==> src/rtl/fg_pkg.sv <==
package fg_pkg;
    localparam logic [2:0] SEL_ADDR  = 3'd0;
    localparam logic [2:0] SEL_DATA  = 3'd1;
    localparam logic [2:0] SEL_MODE  = 3'd2;
    localparam logic [2:0] SEL_CMD   = 3'd3;
    localparam logic [2:0] SEL_PROT  = 3'd4;
    localparam logic [2:0] SEL_STAGE = 3'd5;

    localparam logic [7:0] OP_READ   = 8'h01;
    localparam logic [7:0] OP_PROG   = 8'h02;
    localparam logic [7:0] OP_VERIFY = 8'h04;
    localparam logic [7:0] OP_ERASE  = 8'h05;
    localparam logic [7:0] OP_MASS   = 8'h06;
    localparam logic [7:0] OP_KEY    = 8'h0C;

    localparam logic [1:0] PATH_CPU  = 2'd0;

    typedef struct packed {
        logic       busy;
        logic       done;
        logic       err;
        logic       start;
        logic [7:0] op;
    } seq_t;
endpackage

==> src/rtl/fg_prot_check.sv <==
module fg_prot_check #(
    parameter int PAGE_W     = 7,
    parameter int NUM_PAGES  = 124,
    parameter int GROUP_LOG2 = 2,
    parameter int PROT_W     = 32
) (
    input  logic [PROT_W-1:0] prot_i,
    input  logic [1:0]        path_i,
    input  logic              is_write_i,
    input  logic [PAGE_W-1:0] page_i,
    output logic              allow_o
);
    import fg_pkg::*;
    localparam logic [PAGE_W-1:0] PAGE_LIMIT = PAGE_W'(NUM_PAGES);
    localparam int GRP_W = PAGE_W - GROUP_LOG2;

    logic             in_range;
    logic [GRP_W-1:0] group;
    logic             grp_open;
    logic             read_open;

    always_comb begin
        in_range  = page_i < PAGE_LIMIT;
        group     = page_i[PAGE_W-1:GROUP_LOG2];
        grp_open  = prot_i[group];
        read_open = (path_i == PATH_CPU) || prot_i[PROT_W-1];
        allow_o   = in_range && (is_write_i ? grp_open : read_open);
    end
endmodule

==> src/rtl/fg_key_unit.sv <==
module fg_key_unit #(
    parameter int KEY_W = 32
) (
    input  logic             clk,
    input  logic             rst_n,
    input  logic [KEY_W-1:0] shadow_key_i,
    input  logic             key_fire_i,
    input  logic             armed_i,
    input  logic [KEY_W-1:0] presented_i,
    input  logic             erase_done_i,
    output logic [KEY_W-1:0] key_o,
    output logic             locked_o,
    output logic [1:0]       fail_cnt_o,
    output logic             commit_o,
    output logic             start_erase_o,
    output logic             reject_o
);
    typedef struct packed {
        logic [KEY_W-1:0] key;
        logic             locked;
        logic [1:0]       fail;
    } key_t;

    key_t st_d, st_q;

    always_comb begin
        st_d          = st_q;
        commit_o      = 1'b0;
        start_erase_o = 1'b0;
        reject_o      = 1'b0;
        if (erase_done_i) begin
            st_d.key    = '1;
            st_d.locked = 1'b0;
            st_d.fail   = 2'd0;
        end else if (key_fire_i) begin
            if (!armed_i) begin
                reject_o = 1'b1;
            end else if (!st_q.locked) begin
                st_d.key    = presented_i;
                st_d.locked = 1'b1;
                st_d.fail   = 2'd0;
                commit_o    = 1'b1;
            end else if (presented_i == st_q.key) begin
                st_d.fail = 2'd0;
                commit_o  = 1'b1;
            end else begin
                reject_o = 1'b1;
                if (st_q.fail == 2'd2) begin
                    st_d.fail     = 2'd3;
                    start_erase_o = 1'b1;
                end else if (st_q.fail != 2'd3) begin
                    st_d.fail = st_q.fail + 2'd1;
                end
            end
        end
    end

    always_ff @(posedge clk) begin
        if (!rst_n) begin
            st_q.key    <= shadow_key_i;
            st_q.locked <= (shadow_key_i != '1);
            st_q.fail   <= 2'd0;
        end else begin
            st_q <= st_d;
        end
    end

    assign key_o      = st_q.key;
    assign locked_o   = st_q.locked;
    assign fail_cnt_o = st_q.fail;
endmodule

==> src/rtl/fg_cmd_seq.sv <==
module fg_cmd_seq (
    input  logic       clk,
    input  logic       rst_n,
    input  logic       cmd_wr_i,
    input  logic [7:0] cmd_code_i,
    input  logic       prog_allow_i,
    input  logic       start_erase_i,
    input  logic       key_reject_i,
    input  logic       fl_done_i,
    output logic       busy_o,
    output logic       done_o,
    output logic       err_o,
    output logic       fl_start_o,
    output logic [7:0] fl_op_o,
    output logic       key_fire_o,
    output logic       erase_done_o,
    output logic       erase_active_o
);
    import fg_pkg::*;

    seq_t sq_d, sq_q;
    logic accept;

    always_comb begin
        accept       = cmd_wr_i && !sq_q.busy;
        key_fire_o   = accept && (cmd_code_i == OP_KEY);
        erase_done_o = sq_q.busy && fl_done_i && (sq_q.op == OP_MASS);

        sq_d       = sq_q;
        sq_d.start = 1'b0;
        if (sq_q.busy) begin
            if (fl_done_i) begin
                sq_d.busy = 1'b0;
                sq_d.done = 1'b1;
            end
        end else if (accept) begin
            sq_d.done = 1'b0;
            sq_d.err  = 1'b0;
            case (cmd_code_i)
                OP_READ, OP_VERIFY: begin
                    sq_d.busy  = 1'b1;
                    sq_d.start = 1'b1;
                    sq_d.op    = cmd_code_i;
                end
                OP_PROG, OP_ERASE: begin
                    if (prog_allow_i) begin
                        sq_d.busy  = 1'b1;
                        sq_d.start = 1'b1;
                        sq_d.op    = cmd_code_i;
                    end else begin
                        sq_d.done = 1'b1;
                        sq_d.err  = 1'b1;
                    end
                end
                OP_KEY: begin
                    if (start_erase_i) begin
                        sq_d.busy  = 1'b1;
                        sq_d.start = 1'b1;
                        sq_d.op    = OP_MASS;
                        sq_d.err   = 1'b1;
                    end else begin
                        sq_d.done = 1'b1;
                        sq_d.err  = key_reject_i;
                    end
                end
                default: begin
                    sq_d.done = 1'b1;
                    sq_d.err  = 1'b1;
                end
            endcase
        end
    end

    always_ff @(posedge clk) begin
        if (!rst_n) begin
            sq_q <= '0;
        end else begin
            sq_q <= sq_d;
        end
    end

    assign busy_o         = sq_q.busy;
    assign done_o         = sq_q.done;
    assign err_o          = sq_q.err;
    assign fl_start_o     = sq_q.start;
    assign fl_op_o        = sq_q.op;
    assign erase_active_o = sq_q.busy && (sq_q.op == OP_MASS);
endmodule

==> src/rtl/flash_guard.sv <==
module flash_guard #(
    parameter int ADDR_W     = 16,
    parameter int DATA_W     = 16,
    parameter int PAGE_LOG2  = 9,
    parameter int NUM_PAGES  = 124,
    parameter int GROUP_LOG2 = 2
) (
    input  logic                        clk,
    input  logic                        rst_n,
    input  logic [31:0]                 shadow_prot_i,
    input  logic [ADDR_W+DATA_W-1:0]    shadow_key_i,
    input  logic                        bus_we_i,
    input  logic [2:0]                  bus_sel_i,
    input  logic [31:0]                 bus_wdata_i,
    output logic [2:0]                  status_o,
    output logic [31:0]                 prot_word_o,
    output logic                        key_locked_o,
    output logic [1:0]                  fail_cnt_o,
    output logic                        mass_erase_req_o,
    input  logic                        acc_valid_i,
    input  logic [1:0]                  acc_path_i,
    input  logic                        acc_kind_i,
    input  logic [ADDR_W-PAGE_LOG2-1:0] acc_page_i,
    output logic                        acc_allow_o,
    output logic                        fl_start_o,
    output logic [7:0]                  fl_op_o,
    output logic [ADDR_W-1:0]           fl_addr_o,
    output logic [DATA_W-1:0]           fl_wdata_o,
    input  logic                        fl_done_i
);
    import fg_pkg::*;

    localparam int PAGE_W = ADDR_W - PAGE_LOG2;
    localparam int PROT_W = (NUM_PAGES >> GROUP_LOG2) + 1;
    localparam int KEY_W  = ADDR_W + DATA_W;

    typedef struct packed {
        logic [ADDR_W-1:0] addr;
        logic [DATA_W-1:0] data;
        logic [3:0]        mode;
        logic [PROT_W-1:0] prot;
        logic [PROT_W-1:0] stage;
    } regs_t;

    regs_t rg_d, rg_q;

    logic             cmd_wr;
    logic             cmd_allow;
    logic             acc_raw_allow;
    logic             key_fire;
    logic             commit;
    logic             start_erase;
    logic             key_reject;
    logic             erase_done;
    logic             busy, done, err;
    logic [KEY_W-1:0] key_val;

    assign cmd_wr = bus_we_i && (bus_sel_i == SEL_CMD);

    fg_prot_check #(
        .PAGE_W(PAGE_W), .NUM_PAGES(NUM_PAGES),
        .GROUP_LOG2(GROUP_LOG2), .PROT_W(PROT_W)
    ) u_cmd_chk (
        .prot_i(rg_q.prot), .path_i(PATH_CPU), .is_write_i(1'b1),
        .page_i(rg_q.addr[ADDR_W-1:PAGE_LOG2]), .allow_o(cmd_allow)
    );

    fg_prot_check #(
        .PAGE_W(PAGE_W), .NUM_PAGES(NUM_PAGES),
        .GROUP_LOG2(GROUP_LOG2), .PROT_W(PROT_W)
    ) u_acc_chk (
        .prot_i(rg_q.prot), .path_i(acc_path_i), .is_write_i(acc_kind_i),
        .page_i(acc_page_i), .allow_o(acc_raw_allow)
    );

    fg_key_unit #(.KEY_W(KEY_W)) u_key (
        .clk(clk), .rst_n(rst_n), .shadow_key_i(shadow_key_i),
        .key_fire_i(key_fire), .armed_i(rg_q.mode == 4'hF),
        .presented_i({rg_q.addr, rg_q.data}), .erase_done_i(erase_done),
        .key_o(key_val), .locked_o(key_locked_o), .fail_cnt_o(fail_cnt_o),
        .commit_o(commit), .start_erase_o(start_erase), .reject_o(key_reject)
    );

    fg_cmd_seq u_seq (
        .clk(clk), .rst_n(rst_n), .cmd_wr_i(cmd_wr),
        .cmd_code_i(bus_wdata_i[7:0]), .prog_allow_i(cmd_allow),
        .start_erase_i(start_erase), .key_reject_i(key_reject),
        .fl_done_i(fl_done_i), .busy_o(busy), .done_o(done), .err_o(err),
        .fl_start_o(fl_start_o), .fl_op_o(fl_op_o), .key_fire_o(key_fire),
        .erase_done_o(erase_done), .erase_active_o(mass_erase_req_o)
    );

    always_comb begin
        rg_d = rg_q;
        if (bus_we_i) begin
            case (bus_sel_i)
                SEL_ADDR:  rg_d.addr  = bus_wdata_i[ADDR_W-1:0];
                SEL_DATA:  rg_d.data  = bus_wdata_i[DATA_W-1:0];
                SEL_MODE:  rg_d.mode  = bus_wdata_i[7:4];
                SEL_PROT:  if (!key_locked_o) rg_d.prot = bus_wdata_i[PROT_W-1:0];
                SEL_STAGE: rg_d.stage = bus_wdata_i[PROT_W-1:0];
                default: ;
            endcase
        end
        if (commit)     rg_d.prot = rg_q.stage;
        if (erase_done) rg_d.prot = '1;
    end

    always_ff @(posedge clk) begin
        if (!rst_n) begin
            rg_q.addr  <= '0;
            rg_q.data  <= '0;
            rg_q.mode  <= '0;
            rg_q.prot  <= shadow_prot_i[PROT_W-1:0];
            rg_q.stage <= '1;
        end else begin
            rg_q <= rg_d;
        end
    end

    assign status_o    = {err, busy, done};
    assign prot_word_o = 32'(rg_q.prot);
    assign acc_allow_o = acc_valid_i && acc_raw_allow;
    assign fl_addr_o   = rg_q.addr;
    assign fl_wdata_o  = rg_q.data;
endmodule

==> config.mk <==
export PLATFORM = sky130hd
export DESIGN_NAME = flash_guard
export DESIGN_NICKNAME = d
export VERILOG_FILES = /design/src/rtl/fg_pkg.sv /design/src/rtl/fg_prot_check.sv /design/src/rtl/fg_key_unit.sv /design/src/rtl/fg_cmd_seq.sv /design/src/rtl/flash_guard.sv
export SDC_FILE = /design/constraint.sdc
export NUM_CORES = 1
export LEC_CHECK = 0
export BUFFER_PORTS_ARGS = -buffer_cell sky130_fd_sc_hd__buf_2
export CAP_MARGIN = 10
export CORE_AREA = 2 2 124 126
export DETAILED_ROUTE_END_ITERATION = 10
export DIE_AREA = 0 0 126 128
export PLACE_DENSITY = 0.77
export SETUP_SLACK_MARGIN = 0.3
export SLEW_MARGIN = 30
export SYNTH_ARGS = -nofsm -noshare
export SYNTH_HDL_FRONTEND = slang
export SYNTH_SLANG_ARGS = --single-unit
==> constraint.sdc <==
create_clock -name clk -period 5.1 [get_ports clk]
set_input_delay 0.255 -clock clk [delete_from_list [all_inputs] [get_ports clk]]
set_output_delay 0.255 -clock clk [all_outputs]
set_load 0.02 [all_outputs]
---- Word level (Yosys, flattened, before mapping) ----
Index checks and enable logic that the tools add are counted.
word-level totals
  register bits ........................... 147
  output and inout port bits .............. 81
  word-level logic and storage cells ...... 127
cells by class
  add/sub/neg operators ................... 1
  $lt $le $gt $ge ......................... 4
  equal/unequal tests ..................... 26
  bitwise logic cells ..................... 3
  muxes and demuxes ....................... 50
  reductions and logical operators ........ 30
operators by type and width
  operator                                                                       number
  32-bit two-way mux                                                             5
  35-bit two-way mux                                                             4
  64-bit two-way mux                                                             2
  33-bit two-way mux                                                             1
  32-bit equality test                                                           1
  32-bit != test (second input constant)                                         1
  9-bit one-hot mux with 3 select lines                                          1
  8-bit by 3-bit equality test with 1-bit output (second input constant)         3
  1-bit two-way mux                                                              23
  9-bit two-way mux                                                              2
  7-bit less-than comparator (second input constant)                             2
  2-bit two-way mux                                                              7
  2-bit AND reduction                                                            7
  5-bit by 6-bit less-than comparator with 1-bit output (second input constant)  2
  12-bit two-way mux                                                             1
  1-bit binary-select mux with 5-bit select                                      2
  1-bit logical AND                                                              9
  3-bit AND reduction                                                            3
  8-bit by 1-bit equality test with 1-bit output (second input constant)         1
  8-bit by 2-bit equality test with 1-bit output (second input constant)         1
  8-bit by 4-bit equality test with 1-bit output (second input constant)         1
  2-bit != test (second input constant)                                          4
  4-bit by 1-bit != test with 1-bit output (second input constant)               2
  4-bit != test (second input constant)                                          2
  20 further kinds                                                               27

---- Logic depth before layout (Yosys ltp) ----
Gate-level depths: netlist of the first run.
  depth after elaboration ................. 11
  mapped depth ............................ 9
  mapped depth without buffers ............ 6

---- Cells and area by module ----
A second synthesis of the first run with hierarchy kept.
unflattened totals
  cells, all modules ...................... 889
  area, all modules ....................... 8,515.7 sq um
by module, submodules not included
  module         cells each  area an instance (sq um)  sequential area each (sq um)  instances
  flash_guard    532         5,133.7                   2,322.2                       1
  fg_key_unit    224         2,105.8                   1,031.0                       1
  fg_prot_check  35          360.3                     0.0                           2
  fg_cmd_seq     63          555.5                     240.2                         1

---- Worst setup path after synthesis of the first run ----
Ideal clock, no wire load.
  kind .................................... register -> register
  start point ............................. reg rg_q (netlist bit fl_addr_o[13])
  end point ............................... reg rg_q (netlist bit prot_word_o[0]) (enable)
  slack ................................... 484 ps
  data required time ...................... 4,634 ps
  arrival ................................. 4,150 ps
  buffers on the path ..................... 3
  setup time .............................. 466 ps
  cell stages (with the launch flop) ...... 9
  cell sequence ........................... dfxtp_1 > clkbuf_1 > buf_2 > xnor2_1 > nand4_1 > nor4_1 > a21oi_1 > clkbuf_1 > o21ai_0
on the way
  cells in the longest elaborated chain, start to end .. 8
  elaborated cells between the ends (all ways) .. 10
  those cells by class .................... 4 x eq/ne; 5 x mux; 1 x reduce/logical
RTL lines
  item                                                                                        line                text
  start, declared                                                                             flash_guard.sv:45   regs_t rg_d, rg_q;
  start signal, assigned                                                                      flash_guard.sv:117  rg_q <= rg_d;
  32-bit equality test (*)                                                                    fg_key_unit.sv:43   end else if (presented_i == st_q.key) begin
  1-bit two-way mux (*)                                                                       fg_key_unit.sv:43
  1-bit two-way mux (*)                                                                       fg_key_unit.sv:38   end else if (!st_q.locked) begin
  1-bit two-way mux (*)                                                                       fg_key_unit.sv:36   if (!armed_i) begin
  1-bit two-way mux (*)                                                                       fg_key_unit.sv:35   end else if (key_fire_i) begin
  1-bit two-way mux (*)                                                                       fg_key_unit.sv:31   if (erase_done_i) begin
  4-bit != test (no source line) or 4-bit by 1-bit != test with 1-bit output (tied branches)  n/a
  3-bit AND reduction (no source line) (*)                                                    n/a
Every way passes the cells marked *; elsewhere a longest branch is shown, timed or not.
A chain may end at the register's enable or synchronous reset.

---- Worst setup path after layout of the first run ----
  start point ............................. reg rg_q (netlist bit fl_addr_o[13])
  end point ............................... reg rg_q (netlist bit prot_word_o[2]) (enable)
Same word-level chain as after synthesis.

==> summary.md, run 1 <==
| Metric | Value |
|---|---|
| Run status | `finished, final reports clean` |
| WP data arrival | `~3500 ps` |
| Largest net degree at the start of global routing | `73` |
| Cells after Synth | `between 800 and 900` |
| Min Hold Slack | `55.9 ps` |
| Post-Route WL | `22400 µm` |
| Post-CTS sizing | `0` |
| Gr usage total | `27.3%` |
| VDD IR max | `0.000225 V` |
| Mapped Avg Cell Area | `around 8.8 µm²` |
| Final slew viol count | `0` |
| Clock Skews | `around 7.6 ps` |
| Path depth of the worst reg2reg path | `7` |
| Final Critical Period | `around 3400 ps` |
| Setup WS post-layout | `1700 ps` |
| Initial Util | `52.8%` |
| Crit path depth | `7` |
| RePlAce Congestion | `between 0.8 and 0.9` |
| FILL cells | `1299` |
| R2r endpoint | `prot_word_o[2]$_DFFE_PP_` |
| CTS max path bufs | `2` |
| Setup Buffers After CTS | `0` |
| Sequential area share after synthesis | `a little under half` |
| Maximum clock frequency | `around 290 MHz` |
| Vias | `7021` |
| Fin cells | `~1.2k` |
| Global-route wire length before repair | `between 30000 and 40000 µm` |
| RSZ-0062 raised after global routing | `no` |
| Setup TNS Final | `0 ps` |
| Hold_buf cts | `0` |
| Slack of the worst reg-to-reg path | `roughly 1700 ps` |
| Final hold vios | `0` |
| Die Span X | `approximately 130 µm` |
| Critical path class | `reg2reg` |
| Crit path cell chain | `xnor2_1 -> nand4_1 -> nor4_1 -> a21oi_2 -> buf_4 -> o21ai_2 -> buf_4` |
| Dpl hpwl | `about 15000 µm` |
| Most frequent cells in the layout | `buf_2, nand2_1, dfxtp_1` |
| Crit Path Max Fanout | `32` |
| Prevailing post-synth register cell | `dfxtp_1` |
| Fin nets | `about 1.1k` |
| Wirelength per Cell | `between 15 and 20 µm` |
| Post-synth ARST share | `0%` |
| Critical path startpoint category | `flip-flop` |
| Worst Hold Class | `in2reg` |
| Antenna violation net count after detailed routing | `0` |
| Reg2Reg Launch Point | `fl_addr_o[13]$_SDFFE_PN0P_` |
| FP Rows | `45` |
| Period utilisation layout | `between 60 and 70%` |
| Clk_lat worst skew | `430 ps` |
| CP delay by family, top | `simple AND/OR/NAND/NOR gates` |
| Ports | `roughly 200` |
| Gr ovfl total | `0` |
| Slew @ Worst Pin | `about 900 ps` |
| Post-synth EDFFs | `65` |
| Lkg Pwr | `roughly 3.5 nW` |
| Vias in the first global route | `around 6.2k` |
| Worst slew margin | `40.4%` |
| Drt first-iter violations | `~830` |
| CP Buf/Inv Count | `2` |
| Buffers on Ports | `roughly 190` |
| CTS buffer count | `17` |
| Post-synthesis net count | `1008` |
| H-tree level count | `4` |
| Area delta synth->final | `14.8%` |
| # Max-Cap Violations | `0` |
| Die ar. | `around 16000 µm²` |
| Die Height | `between 100 and 150 µm` |
| Commonest non-fill, non-tap cell in the layout | `buf_2` |
| Layout cells sized above 1 | `between 20% and 30%` |
| PwrDens | `between 300 and 400 nW/µm²` |
| Synth cell types | `50` |
| Req. time, crit path | `5180 ps` |
| CP dominant cell by count | `buf_4` |
| Power Total | `2.97 mW` |
| Core Area | `about 15000 µm²` |
| Max stage delay on crit path | `approximately 800 ps` |
| Cells after DPL | `about 1.1k` |
| Via density | `between 5 and 6` |
| Pre-CTS WS | `1770 ps` |
| Final setup fails | `0` |
| Sink Count | `around 150` |
| CTS tree | `built` |
| CTS root buf | `clkbuf_16` |
| Clk slew on worst S/H paths | `around 60 ps` |
| Residual DRC | `0` |
| Number of synthesis warnings | `0` |
| Worst Setup SP | `fl_addr_o[13]$_SDFFE_PN0P_` |
| Worst path slowest cell | `dfxtp_1` |
| Initial antenna violation count | `3` |
| Post-Syn Area | `between 7000 and 8000 µm²` |
| CP Capture Type | `flip-flop` |
| Initial DRT Pass Iterations | `5` |
| End point of the critical path | `prot_word_o[2]$_DFFE_PP_` |
| Synth Register Bits | `147` |
## through the flow
| step | instance area (µm²) | utilization [%] |
|---|---|---|
| floorplan | 7850 | - |
| global placement | 8380 | 56.4 |
| detailed placement | 8380 | 56.4 |
| CTS | 8980 | 60.4 |
| global route | 9010 | 60.6 |
| finish | 9010 | 60.6 |
## cells in the mapped netlist (all sizes together), types with 3 or more instances
library cell | number | area share [%]
a211o | 4 | 0.45
a211oi | 4 | 0.38
a21oi | 78 | 5.0
a22oi | 3 | 0.29
a31oi | 31 | 2.5
and2 | 6 | 0.48
and3 | 7 | 0.56
buf | 78 | 7.1
clkbuf | 57 | 2.7
dfxtp | 82 | 21
edfxtp | 65 | 25
inv | 6 | 0.29
mux2i | 6 | 0.77
mux4 | 16 | 4.6
nand2 | 178 | 8.5
nand2b | 5 | 0.49
nand3 | 64 | 4.1
nand4 | 18 | 1.4
nor2 | 74 | 3.5
nor4 | 5 | 0.40
o211ai | 25 | 2.4
o21ai | 9 | 0.57
o31ai | 4 | 0.45
or3 | 5 | 0.40
or4 | 3 | 0.33
xnor2 | 33 | 3.7
## layout make-up
class	count	area (µm²)	share of cell area, %
antenna	3	7.51	0.0834
clock buffer	19	443	4.92
clock inverter	13	156	1.74
inverter	7	26.3	0.292
multi-input combinational	603	3490	38.8
sequential	147	3590	39.9
tap	188	235	2.61
timing repair buffer	203	1050	11.7
## worst min path at each step
stage,cells after the start,from,to
2_1_floorplan,2,bus_wdata_i[10],rg_q[10]$_SDFFE_PN1P_
3_3_place_gp,2,rg_q[14]$_SDFFE_PN1P_,rg_q[14]$_SDFFE_PN1P_
3_5_place_dp,2,rg_q[31]$_SDFFE_PN1P_,rg_q[31]$_SDFFE_PN1P_
4_1_cts,3,bus_wdata_i[17],rg_q[17]$_SDFFE_PN1P_
5_1_grt,3,bus_wdata_i[23],rg_q[23]$_SDFFE_PN1P_
6_report,3,bus_wdata_i[17],rg_q[17]$_SDFFE_PN1P_
## metal layers
layer  up-vias  global-route usage [%]  share of wire [%]
li1       3263                       -                  -
met1      3327                    37.8                 42
met2       388                    41.8                 47
met3        43                    6.72                9.0
met4         0                    10.3                2.6
met5         -                       0                  0
## logic make-up after synthesis
family | synth area share (%)
xor+xnor | 3.68
buf+inv | 10.1
flops | 45.8
compound gates | 13.2
fa+ha+maj | 0.319
simple gates | 21.5
mux | 5.36
## sequential cells by signal, indices dropped and copies added (netlist names)
register          cells
u_seq.err_o           1
u_seq.fl_op_o         8
u_key.key_o          32
fl_addr_o            16
prot_word_o          32
u_key.locked_o        1
u_seq.done_o          1
u_key.fail_cnt_o      2
u_seq.busy_o          1
fl_wdata_o           16
rg_q                 36
u_seq.fl_start_o      1
## tightest hold or removal path, stage by stage
cell	delay, ps
buf_2	90
nand2_1	40
nand3_1	70
## where the power goes
group | switching (mW) | total [mW] | internal [mW]
combinational | 0.213 | 0.349 | 0.136
clock | 0.499 | 1.28 | 0.780
sequential | 0.0428 | 1.34 | 1.30
Note: power is estimated with default switching activity, not from simulation.
==> run 2: changes to the inputs <==
- CORE_AREA: 2 2 124 126 -> 2 2 130 132
- DIE_AREA: 0 0 126 128 -> 0 0 132 134
- PLACE_DENSITY: 0.77 -> 0.73
- clock period: 5.1 -> 2.78 ns (I/O delays scaled with it)
==> summary.md, run 2 (synthesis results as in run 1) <==
| Metric | Value |
|---|---|
| Run status | `finished, final reports clean` |
| CTS buffer count | `17` |
| FP Rows | `between 40 and 50` |
| Ports | `195` |
| Via density | `around 5.7` |
| Post-Route WL | `23700 µm` |
| Die ar. | `17700 µm²` |
| Fin nets | `1131` |
| Wirelength per Cell | `approximately 19 µm` |
| Req. time, crit path | `approximately 2600 ps` |
| Metal-1 WL | `around 10000 µm` |
| Clock Skews | `approximately 17 ps` |
| Vias | `7201` |
| WP data arrival | `approximately 2300 ps` |
| Final slew viol count | `0` |
| Worst Hold Class | `in2reg` |
| Layout cells sized above 1 | `between 20 and 30%` |
| Top layer in use | `met4` |
| Final hold vios | `0` |
| RSZ-0062 raised after global routing | `yes` |
| Initial antenna violation count | `8` |
| Period utilisation layout | `86.2%` |
| Die Height | `~130 µm` |
| Critical path class | `reg2out` |
| H-tree level count | `4` |
| Final setup fails | `0` |
| Largest net degree at the start of global routing | `67` |
| Global-route wire length before repair | `36300 µm` |
| CTS root buf | `clkbuf_16` |
| Clk slew on worst S/H paths | `approximately 70 ps` |
| Dpl hpwl | `around 16000 µm` |
| Gr usage total | `26.7%` |
| Initial DRT Pass Iterations | `5` |
| Sink Count | `147` |
| Clk_lat worst skew | `440 ps` |
| Setup WS post-layout | `between 300 and 400 ps` |
| Antenna violation net count after detailed routing | `0` |
| PwrDens | `568 nW/µm²` |
| Buffers on Ports | `192` |
| Max reg flops | `36` |
| Residual DRC | `0` |
| CP Capture Type | `output port` |
| Pre-CTS WS | `between 200 and 250 ps` |
| Most frequent cells in the layout | `buf_2, nand2_1, dfxtp_1` |
| Slew @ Worst Pin | `828 ps` |
| Worst slew margin | `about 44%` |
| Largest Register | `rg_q` |
| Critical path startpoint category | `flip-flop` |
| # Max-Cap Violations | `0` |
| Core Area | `roughly 16000 µm²` |
| Vias in the first global route | `around 6.6k` |
| Initial Util | `48.2%` |
| Multi-input gate area | `approximately 3600 µm²` |
| Drt first-iter violations | `approximately 790` |
| Final Critical Period | `2400 ps` |
| FILL cells | `1454` |
| Commonest non-fill, non-tap cell in the layout | `buf_2` |
| VDD IR max | `roughly 0.0005 V` |
| CTS tree | `built` |
| Die Span X | `roughly 130 µm` |
| Lkg Pwr | `3.74 nW` |
| CTS max path bufs | `2` |
| Register Area | `~3600 µm²` |
| Setup TNS Final | `0 ps` |
| Util after Layout | `between 50% and 60%` |
| RePlAce Congestion | `around 0.86` |
| Maximum clock frequency | `approximately 420 MHz` |
| Power Total | `about 5.4 mW` |
| Gr ovfl total | `0` |
| Crit Path Max Fanout | `3` |
| WL met2 | `around 11000 µm` |
| Met3 WL | `around 2000 µm` |
| Area delta synth->final | `20.8%` |
==> run 2: critical path, stage by stage (launching register included) <==
cell      delay [ps]
edfxtp_1         460
mux4_2           490
mux4_2           480
mux2i_1          160
a21oi_1           80
buf_2            170
==> run 2: path summary, 6_finish.rpt <==
path	to	cells past startpoint	startpoint	slack, ps
max	acc_allow_o	5	prot_word_o[30]$_DFFE_PP_	380
min	fl_wdata_o[15]$_SDFFE_PN0P_	3	bus_wdata_i[15]	10
max reg2reg	u_seq.fl_op_o[2]$_SDFFE_PN0P_	6	fl_addr_o[12]$_SDFFE_PN0P_	400
min reg2reg	rg_q[11]$_SDFFE_PN1P_	2	rg_q[11]$_SDFFE_PN1P_	470
==> run 2: layer usage <==
layer  vias up  GRT usage [%]
met4         0           10.6
met3        59           5.97
met5         -              0
met2       398           41.6
met1      3402           36.2
li1       3342              -
==> run 2: where the power goes <==
part           total [mW]  switching [mW]  internal (mW)  leakage [nW]
Combinational       0.704           0.414          0.290          2.16
Clock                2.22           0.954           1.27         0.277
Sequential           2.45          0.0751           2.38          1.30
==> run 2: metrics by stage <==
step	cell area [µm²]	instances	hold slack, ps
floorplan	7920	892	263
global placement	8620	1194	370
detailed placement	8650	1195	375
CTS	9400	1244	4.52
global route	9470	1256	23.3
finish	9480	1257	9.97
==> run 2: final cells by class <==
cell class                      instances  area share (%)
Antenna cell                            9           0.238
Clock buffer                           22            5.14
Clock inverter                         10           0.911
Inverter                                7           0.277
Multi-Input combinational cell        603            37.5
Sequential cell                       147            38.0
Tap cell                              220            2.90
Timing Repair Buffer                  239            15.0
==> run 2: repair_timing <==
action                     4_1_cts  5_1_grt
buffers inserted                 0        4
pin swaps                        0        2
setup endpoints to repair       45       47
resized for setup                2        5
hold endpoints to repair        17        0
hold buffers                    17        0
